--- src/rtl/lp_dram_boot_seq.sv ---
module lp_dram_boot_seq #(
  parameter int unsigned T_INIT1     = 80,
  parameter int unsigned T_INIT2     = 8,
  parameter int unsigned T_INIT3     = 160000,
  parameter int unsigned T_INIT4     = 800,
  parameter int unsigned T_INIT5     = 8000,
  parameter int unsigned T_ZQINIT    = 800,
  parameter int unsigned WDOG_CYCLES = 4096,
  parameter bit          ODT_LEVEL   = 1'b0,
  parameter logic [7:0]  MR1_VAL     = 8'h43,
  parameter logic [7:0]  MR2_VAL     = 8'h1A,
  parameter logic [7:0]  MR3_VAL     = 8'h02
) (
  input  logic       clk,
  input  logic       rst_n,
  input  logic       start,
  input  logic       pre_all_en,
  input  logic       train_req,
  input  logic       train_done,
  input  logic       cmd_ready,
  input  logic       rsp_valid,
  input  logic [7:0] rsp_data,
  output logic       cke,
  output logic       odt,
  output logic       cmd_valid,
  output logic [1:0] cmd_op,
  output logic [7:0] cmd_ma,
  output logic [7:0] cmd_wdata,
  output logic       train_start,
  output logic       init_done,
  output logic       wdog_err
);
  localparam int unsigned T_LOW = (T_INIT1 > T_INIT2) ? T_INIT1 : T_INIT2;
  localparam int unsigned M1    = (T_LOW > T_INIT3) ? T_LOW : T_INIT3;
  localparam int unsigned M2    = (M1 > T_INIT4) ? M1 : T_INIT4;
  localparam int unsigned M3    = (M2 > T_ZQINIT) ? M2 : T_ZQINIT;
  localparam int unsigned MAXT  = (M3 > WDOG_CYCLES) ? M3 : WDOG_CYCLES;
  localparam int CW = $clog2(MAXT + 1);
  localparam int FW = $clog2(T_INIT5 + 1);

  localparam logic [1:0] OP_PREA = 2'd1, OP_MRW = 2'd2, OP_MRR = 2'd3;

  typedef enum logic [3:0] {
    S_IDLE, S_LOW, S_NOP3, S_PREA, S_RST, S_NOP4, S_POLL, S_PWAIT,
    S_TRAIN, S_ZQ, S_ZQW, S_MR1, S_MR2, S_MR3, S_DONE, S_ERR
  } st_e;

  st_e st, nx, post;
  logic [CW-1:0] cnt, lim;
  logic [FW-1:0] win;
  logic hit, win_end, dai_clear, in_poll;

  always_comb begin
    case (st)
      S_LOW:   lim = CW'(T_LOW - 1);
      S_NOP3:  lim = CW'(T_INIT3 - 1);
      S_NOP4:  lim = CW'(T_INIT4 - 1);
      S_ZQW:   lim = CW'(T_ZQINIT - 1);
      default: lim = CW'(WDOG_CYCLES - 1);
    endcase
  end

  assign hit       = (cnt == lim);
  assign win_end   = (win == FW'(T_INIT5 - 1));
  assign dai_clear = rsp_valid && !rsp_data[0];
  assign post      = train_req ? S_TRAIN : S_ZQ;
  assign in_poll   = (st == S_NOP4) || (st == S_POLL) || (st == S_PWAIT);

  always_comb begin
    nx = st;
    case (st)
      S_IDLE:  if (start) nx = S_LOW;
      S_LOW:   if (hit) nx = S_NOP3;
      S_NOP3:  if (hit) nx = pre_all_en ? S_PREA : S_RST;
      S_PREA:  if (cmd_ready) nx = S_RST;  else if (hit) nx = S_ERR;
      S_RST:   if (cmd_ready) nx = S_NOP4; else if (hit) nx = S_ERR;
      S_NOP4:  if (hit) nx = win_end ? post : S_POLL;
      S_POLL:  if (win_end) nx = post; else if (cmd_ready) nx = S_PWAIT;
      S_PWAIT: if (win_end || dai_clear) nx = post; else if (rsp_valid) nx = S_POLL;
      S_TRAIN: if (train_done) nx = S_ZQ;  else if (hit) nx = S_ERR;
      S_ZQ:    if (cmd_ready) nx = S_ZQW;  else if (hit) nx = S_ERR;
      S_ZQW:   if (hit) nx = S_MR1;
      S_MR1:   if (cmd_ready) nx = S_MR2;  else if (hit) nx = S_ERR;
      S_MR2:   if (cmd_ready) nx = S_MR3;  else if (hit) nx = S_ERR;
      S_MR3:   if (cmd_ready) nx = S_DONE; else if (hit) nx = S_ERR;
      default: nx = st;
    endcase
  end

  always_ff @(posedge clk or negedge rst_n) begin
    if (!rst_n) begin
      st  <= S_IDLE;
      cnt <= '0;
    end else begin
      st  <= nx;
      cnt <= (nx != st) ? '0 : cnt + CW'(1);
    end
  end

  always_ff @(posedge clk or negedge rst_n) begin
    if (!rst_n)                         win <= '0;
    else if (st == S_RST && cmd_ready)  win <= '0;
    else if (in_poll && !win_end)       win <= win + FW'(1);
  end

  assign cke         = (st != S_IDLE) && (st != S_LOW);
  assign odt         = cke ? ODT_LEVEL : 1'b0;
  assign train_start = (st == S_TRAIN);
  assign init_done   = (st == S_DONE);
  assign wdog_err    = (st == S_ERR);
  assign cmd_valid   = (st == S_PREA) || (st == S_RST) || (st == S_POLL) || (st == S_ZQ) ||
                       (st == S_MR1) || (st == S_MR2) || (st == S_MR3);

  always_comb begin
    case (st)
      S_PREA:  {cmd_op, cmd_ma, cmd_wdata} = {OP_PREA, 8'h00, 8'h00};
      S_RST:   {cmd_op, cmd_ma, cmd_wdata} = {OP_MRW, 8'h3F, 8'hFC};
      S_POLL:  {cmd_op, cmd_ma, cmd_wdata} = {OP_MRR, 8'h00, 8'h00};
      S_ZQ:    {cmd_op, cmd_ma, cmd_wdata} = {OP_MRW, 8'h0A, 8'hFF};
      S_MR1:   {cmd_op, cmd_ma, cmd_wdata} = {OP_MRW, 8'h01, MR1_VAL};
      S_MR2:   {cmd_op, cmd_ma, cmd_wdata} = {OP_MRW, 8'h02, MR2_VAL};
      S_MR3:   {cmd_op, cmd_ma, cmd_wdata} = {OP_MRW, 8'h03, MR3_VAL};
      default: {cmd_op, cmd_ma, cmd_wdata} = '0;
    endcase
  end

  p_cke_stays_r2: assert property (@(posedge clk) disable iff (!rst_n)
    cke |=> cke);
  p_quiet_low_cke_r3: assert property (@(posedge clk) disable iff (!rst_n)
    !cke |-> !cmd_valid);
  p_cmd_hold_r4: assert property (@(posedge clk) disable iff (!rst_n)
    (cmd_valid && !cmd_ready && cmd_op != OP_MRR) |=>
      ((cmd_valid && $stable(cmd_op) && $stable(cmd_ma) && $stable(cmd_wdata)) || wdog_err));
  p_train_quiet_r8: assert property (@(posedge clk) disable iff (!rst_n)
    train_start |-> !cmd_valid);
  p_done_sticky_r10: assert property (@(posedge clk) disable iff (!rst_n)
    init_done |=> (init_done && !cmd_valid));
  p_err_sticky_r11: assert property (@(posedge clk) disable iff (!rst_n)
    wdog_err |=> (wdog_err && !cmd_valid && !train_start && !init_done));
endmodule

--- config.mk ---
export PLATFORM = sky130hd
export DESIGN_NAME = lp_dram_boot_seq
export DESIGN_NICKNAME = d
export VERILOG_FILES = /design/src/rtl/lp_dram_boot_seq.sv
export SDC_FILE = /design/constraint.sdc
export NUM_CORES = 1
export LEC_CHECK = 0
export ABC_AREA = 1
export BUFFER_PORTS_ARGS = -buffer_cell sky130_fd_sc_hd__buf_2
export CAP_MARGIN = 20
export CORE_MARGIN = 5
export CORE_UTILIZATION = 45
export CTS_CLUSTER_DIAMETER = 120
export DETAILED_ROUTE_END_ITERATION = 8
export GPL_ROUTABILITY_DRIVEN = 0
export GPL_TIMING_DRIVEN = 0
export PLACE_DENSITY_LB_ADDON = 0.12
export SYNTH_ARGS = -nofsm -noshare
export SYNTH_HDL_FRONTEND = slang
export SYNTH_SLANG_ARGS = --single-unit
--- constraint.sdc ---
create_clock -name clk -period 2.45 [get_ports clk]
set_input_delay 0.49 -clock clk [delete_from_list [all_inputs] [get_ports clk]]
set_output_delay 0.49 -clock clk [all_outputs]
set_load 0.005 [all_outputs]
; ---- Yosys cells after proc, flatten, opt, wreduce, memory -nomap -nowiden
; Index checks and enable logic that the tools add are counted.
[totals]
input_bits = 16
regBits = 35
elab_cells = 72
output_inout_bits = 24
[op_classes]
n_eq_ne = 19
muxes = 28
reduce_logical = 20
n_addsub = 2
[op_table]
columns = op, n
row1 = $mux 4, 18
row2 = $pmux 4 s14, 1
row3 = $pmux 18 s3, 1
row4 = $pmux 8 s5, 1
row5 = $eq 4x4->1 const B, 8
row6 = $pmux 6 s5, 1
row7 = $mux 13, 2
row8 = $add 18x1->18 const B, 1
row9 = $eq 18x18->1, 1
row10 = $mux 18, 1
row11 = $eq 4x3->1 const B, 4
row12 = $add 13x1->13 const B, 1
row13 = $eq 13x13->1 const B, 1
row14 = $logic_or 1x1->1, 9
row15 = $eq 4x2->1 const B, 2
row16 = $pmux 2 s3, 1
row17 = $reduce_or 5->1, 1
row18 = $eq 4x1->1 const B, 1
row19 = $logic_and 1x1->1, 4
row20 = $logic_not 4->1, 1
row21 = $ne 4x1->1 const B, 1
row22 = $ne 4x4->1, 1
row23 = $reduce_bool 4->1, 1
row24 = $mux 3, 1
row25 = other kinds (4), 5

; ---- Logic depth before layout (Yosys ltp)
[logic_depth]
depth_word = 9
depth_mapped = 20
mapped_depth_nobuf = 18

; ---- Worst setup path before layout
; Ideal clock, no wire load.
[synth_timing]
kind = reg-to-reg
from = register cnt[0]
to = register cnt[11]
path_buffers = 1
period_less_slack_ps = 2227
slack_ps = 223
setup_ps = 128
t_arrival_ps = 2100
path_stages_with_launch = 18
required_ps = 2322
path_cell_list = dfrtp_1 ha_1 nand2_1 nor2_1 nand2_1 a21oi_1 nand3_2 nor2_4 nand3_4 a21oi_2 nand2_1 nor2_2 nand3_2 nand2_2 nand2_2 nand3_4 buf_12 nor2_4
[synth_via]
elab_chain_len = 6
word_cells_on_any_way = 17
cone_classes = add/sub (1) / eq/ne (2) / mux (14)
[synth_lines]
columns = item, line_no
row1 = from (decl), 49  ; logic [CW-1:0] cnt, lim;
row2 = from (signal assigned), 96  ; cnt <= (nx != st) ? '0 : cnt + CW'(1);
row3 = $eq 18x18->1 *, 63  ; assign hit = (cnt == lim);
row4 = $mux 4, --
row5 = $mux 4 (tied with other cells), 85  ; S_MR3: if (cmd_ready) nx = S_DONE; else if (hit) nx = S_ERR;
row6 = $pmux 4 s14 *, 71  ; case (st)
row7 = net nx[0], 48  ; st_e st, nx, post;
row8 = $ne 4x4->1 *, 96
row9 = $mux 18 *, 96
; Mark *: on every way through the listed nets, which the timed path passes. The rest lies on a longest branch.
; A chain may end at the register's enable or synchronous reset.

; ---- Worst setup path after layout
[layout_timing]
from = register win[0]
to = register cnt[5]
[layout_via]
elab_chain_len = 6
word_cells_on_any_way = 9
cone_classes = eq/ne (2) / mux (6) / reduce/logical (1)
[layout_lines]
columns = item, line_no
row1 = from (decl), 50  ; logic [FW-1:0] win;
row2 = from (signal assigned), 103  ; else if (in_poll && !win_end) win <= win + FW'(1);
row3 = $eq 13x13->1 *, 64  ; assign win_end = (win == FW'(T_INIT5 - 1));
row4 = $mux 4 / $logic_or 1x1->1 (equally long branches), "77, 79"
row5 = $mux 4 (on tied branches), "77, 79"
row6 = $pmux 4 s14 *, 71
row7 = net nx[0], 48
row8 = $ne 4x4->1 *, 96
row9 = $mux 18 *, 96
; Marks and branches as above.

==> impl_metrics.csv <==
group,metric,value,unit
setup_path,end_kind,"flop",
setup_path,crit_required,2680,ps
floorplanning,num_io_pins,40,
setup_path,cp_num_cells,15,
floorplanning,initial_utilization,0.4626,
synth,ys.flop_type,"dfrtp_1",
placed_design,post-dp-hpwl,4.653,mm
power,fin_total_pwr,1.147,mW
floorplanning,core,0.005921,mm²
setup_path,slowest_delay,400,ps
setup_path,crit_path_start_kind,"flop",
timing,post-route-period-util,0.9866,
setup_path,worst_ep_arrival_time,2640,ps
timing,skew,2.861,ps
timing,max_slew_margin,0.4802,
grt,overflow,0,
timing,fmax,413.7,MHz
drt,viasPerCell,4.986,
setup_path,r2r_slack,30,ps
timing,min_period,2417,ps
finish,drive_gt1_frac,0.3052,
drt,drt_first_pass_iters,4,
finish,n_antenna_cell,0,
synth,yosysUniqueCellTypes,39,
finish,utilization,0.5626,
synth,synth-seq-cells,35,
grt,grt_first_pass_wirelength,10.58,mm
synth,postSynthCellCount,386,
setup_path,path_max_fanout,7,
setup_path,cp-endpoint,"cnt[5]",
drt,wl_per_cell,12.14,µm
synth,synth_area_leader_cell,"dfrtp_1",
setup_path,worstRegToRegCells,15,
floorplanning,die_x,88.02,µm
synth,synth_edf_count,0,
drt,finalWirelength,6.239,mm
cts,clkSinkCount,35,
cts,cts-buffers-inserted,5,
timing,final.setup.tns,0,ps
grt,grt_start_max_net_pins,36,
drt,vias,2563,
timing,hold_ws,274.0,ps
cts,clock_latency,290,ps
run,max_cap_violations,0,
timing,hold_violations,0,
finish,nets,456,
power,p_leak,1.699,nW
setup_path,crit_family,"simple AND/OR/NAND/NOR gates",
synth,yosys_warnings,0,
floorplanning,fp.dieH,88.02,µm
setup_path,startpoint,"win[0]",
timing,finalSetupViolations,0,
finish,nFillCells,586,
drt,drc,0,
timing,drv_slew,0,
synth,syn-cell-area,0.002739,mm²
cts,root_buffer,"clkbuf_8",
floorplanning,die_area,0.007747,mm²
synth,syn-mean-instance-area,7.096,µm²
timing,rsz0062_at_grt,"true",
setup_path,crit_top_cell,"nand2_2",
setup_path,crit_chain,"ha_2 > nand2_2 > nor3_4 > nand3_4 > or2_1 > nand4_1 > nand2_1 > nand3_2 > nand2_1 > nand3_2 > nand2_2 > nand2_2 > nand3_4 > buf_6 > nor2_1",
placed_design,port_buffers,28,
outcome,outcome,"finished clean",
setup_path,crit_type,"flop to flop",
grt,grt_usage,0.1728,
cts,cts_tree,"built",
power,max-vdd-ir-drop,0.0002438,V
synth,async_flop_share,1.000,
drt,drtIter0Drc,94,
setup_path,reg2reg_to,"cnt[5]",
timing,tightest_slew,779.7,ps
finish,area_growth,21.61,%
synth,ys_seq_area_frac,0.3198,
cts,path_clk_slew,70,ps
setup_path,path_buf_inv,1,
synth,synth_common_cells,"nand2_1 (82), inv_1 (52), nor2_1 (51)",
grt,grt_pass1_vias,2343,
power,powerDensity,344.4,mW/mm²
hold_path,hold_class,"input port to async pin",
cts,cts_max_level,2,
drt,drtAntennaViolNets,0,
cts,ctsLongestPathBuffers,2,
setup_path,cp_slowest_cell,"dfrtp_1",
synth,synth_top_area_frac,0.3198,
grt,grt_antenna_before_repair,0,
setup_path,r2r_start,"win[0]",
floorplanning,rows,28,
synth,synth_area_leaders,"dfrtp_1 (32%), nand2_1 (11%), inv_1 (7.1%)",
synth,synth.most_common_cell,"nand2_1",
==> routing by layer <==
metal	track usage	part of all wire
met1	0.2264	0.45
met2	0.2815	0.46
met3	0.03669	0.067
met4	0.06319	0.021
met5	0	0
==> cells in the final DEF (no fill, tap or decap), types with 2 or more instances in the layout <==
cell type and instances:
a211oi_1 2, a21oi_1 11, a21oi_2 2, buf_2 28
buf_4 23, buf_6 3, clkbuf_8 6, conb_1 3
dfrtp_1 34, inv_1 51, inv_2 3, inv_4 5
nand2_1 78, nand2_2 18, nand3_1 23, nand3_2 4
nand3_4 3, nand4_1 6, nor2_1 46, nor2_2 9
nor2_4 17, nor3_1 9, nor4_1 3, nor4_2 2
o21ai_0 10, o21ai_1 4, xnor2_1 3, xor2_1 13
==> sequential cells by signal, indices dropped and copies added, names as in the netlist <==
name,flops
st,4
win,13
cnt,18
==> logic make-up (layout without fill, tap and decap cells) <==
family / Yosys count / after routing / synth area share
adder cells (fa/ha/maj): 2 / 2 / 0.009135
buffers and inverters: 74 / 125 / 0.1279
AO/OA/AOI/OAI: 33 / 33 / 0.06716
other: 1 / 3 / 0.001369
AND/OR/NAND/NOR: 225 / 225 / 0.4235
flip-flops: 35 / 35 / 0.3198
XOR/XNOR: 16 / 16 / 0.05117
==> cell type report <==
class / count / area [µm²] / share of cell area
clock buffer: 6 / 82.58 / 0.02479
multi-input combinational: 279 / 1607 / 0.4823
timing repair buffer: 43 / 276.5 / 0.08302
sequential: 35 / 877.1 / 0.2633
tap: 75 / 93.84 / 0.02817
buffer: 14 / 121.4 / 0.03644
inverter: 60 / 237.7 / 0.07138
clock inverter: 2 / 35.03 / 0.01052
==> report_power, final <==
part           total (mW)  internal [mW]  switching, mW
sequential          0.578          0.578              0
combinational      0.0304        0.00972         0.0207
clock               0.539          0.329          0.210
==> through the flow <==
stage | instances | area, µm² | setup WS (ps)
global placement | 491 | 2980 | -178.6
detailed placement | 491 | 2980 | -186.1
floorplan | 388 | 2746 | 222.8
CTS | 509 | 3236 | 23.64
finish | 514 | 3331 | 32.76
global route | 514 | 3331 | -173.9
==> worst min-delay path by stage <==
stage                     slack [ps]   start  depth (start not counted)     end
after CTS                        300   rst_n                          1  win[3]
after global placement           450  cnt[0]                          1  cnt[0]
after global routing             350   rst_n                          1  win[2]
after floorplan                  190   rst_n                          0  cnt[0]
after detailed placement         460  cnt[0]                          1  cnt[0]
final                            270   rst_n                          1  win[2]
==> worst reg2reg max path: stages, from the launching register on <==
cell and delay [ps]:
dfrtp_1 400, ha_2 210, nand2_2 80, nor3_4 270
nand3_4 150, or2_1 290, nand4_1 90, nand2_1 70
nand3_2 90, nand2_1 90, nand3_2 90, nand2_2 50
nand2_2 70, nand3_4 140, buf_6 180, nor2_1 90
==> repair_timing <==
item | CTS | global route
endpoints found under the setup margin | 19 | 19
hold buffers | 0 | 0
buffers inserted | 10 | 5
gates cloned | 1 | 0
pin swaps | 9 | 9
endpoints found under the hold margin | 0 | 0
gates resized for setup | 12 | 17
No activity file was read; power rests on OpenSTA's default activity.
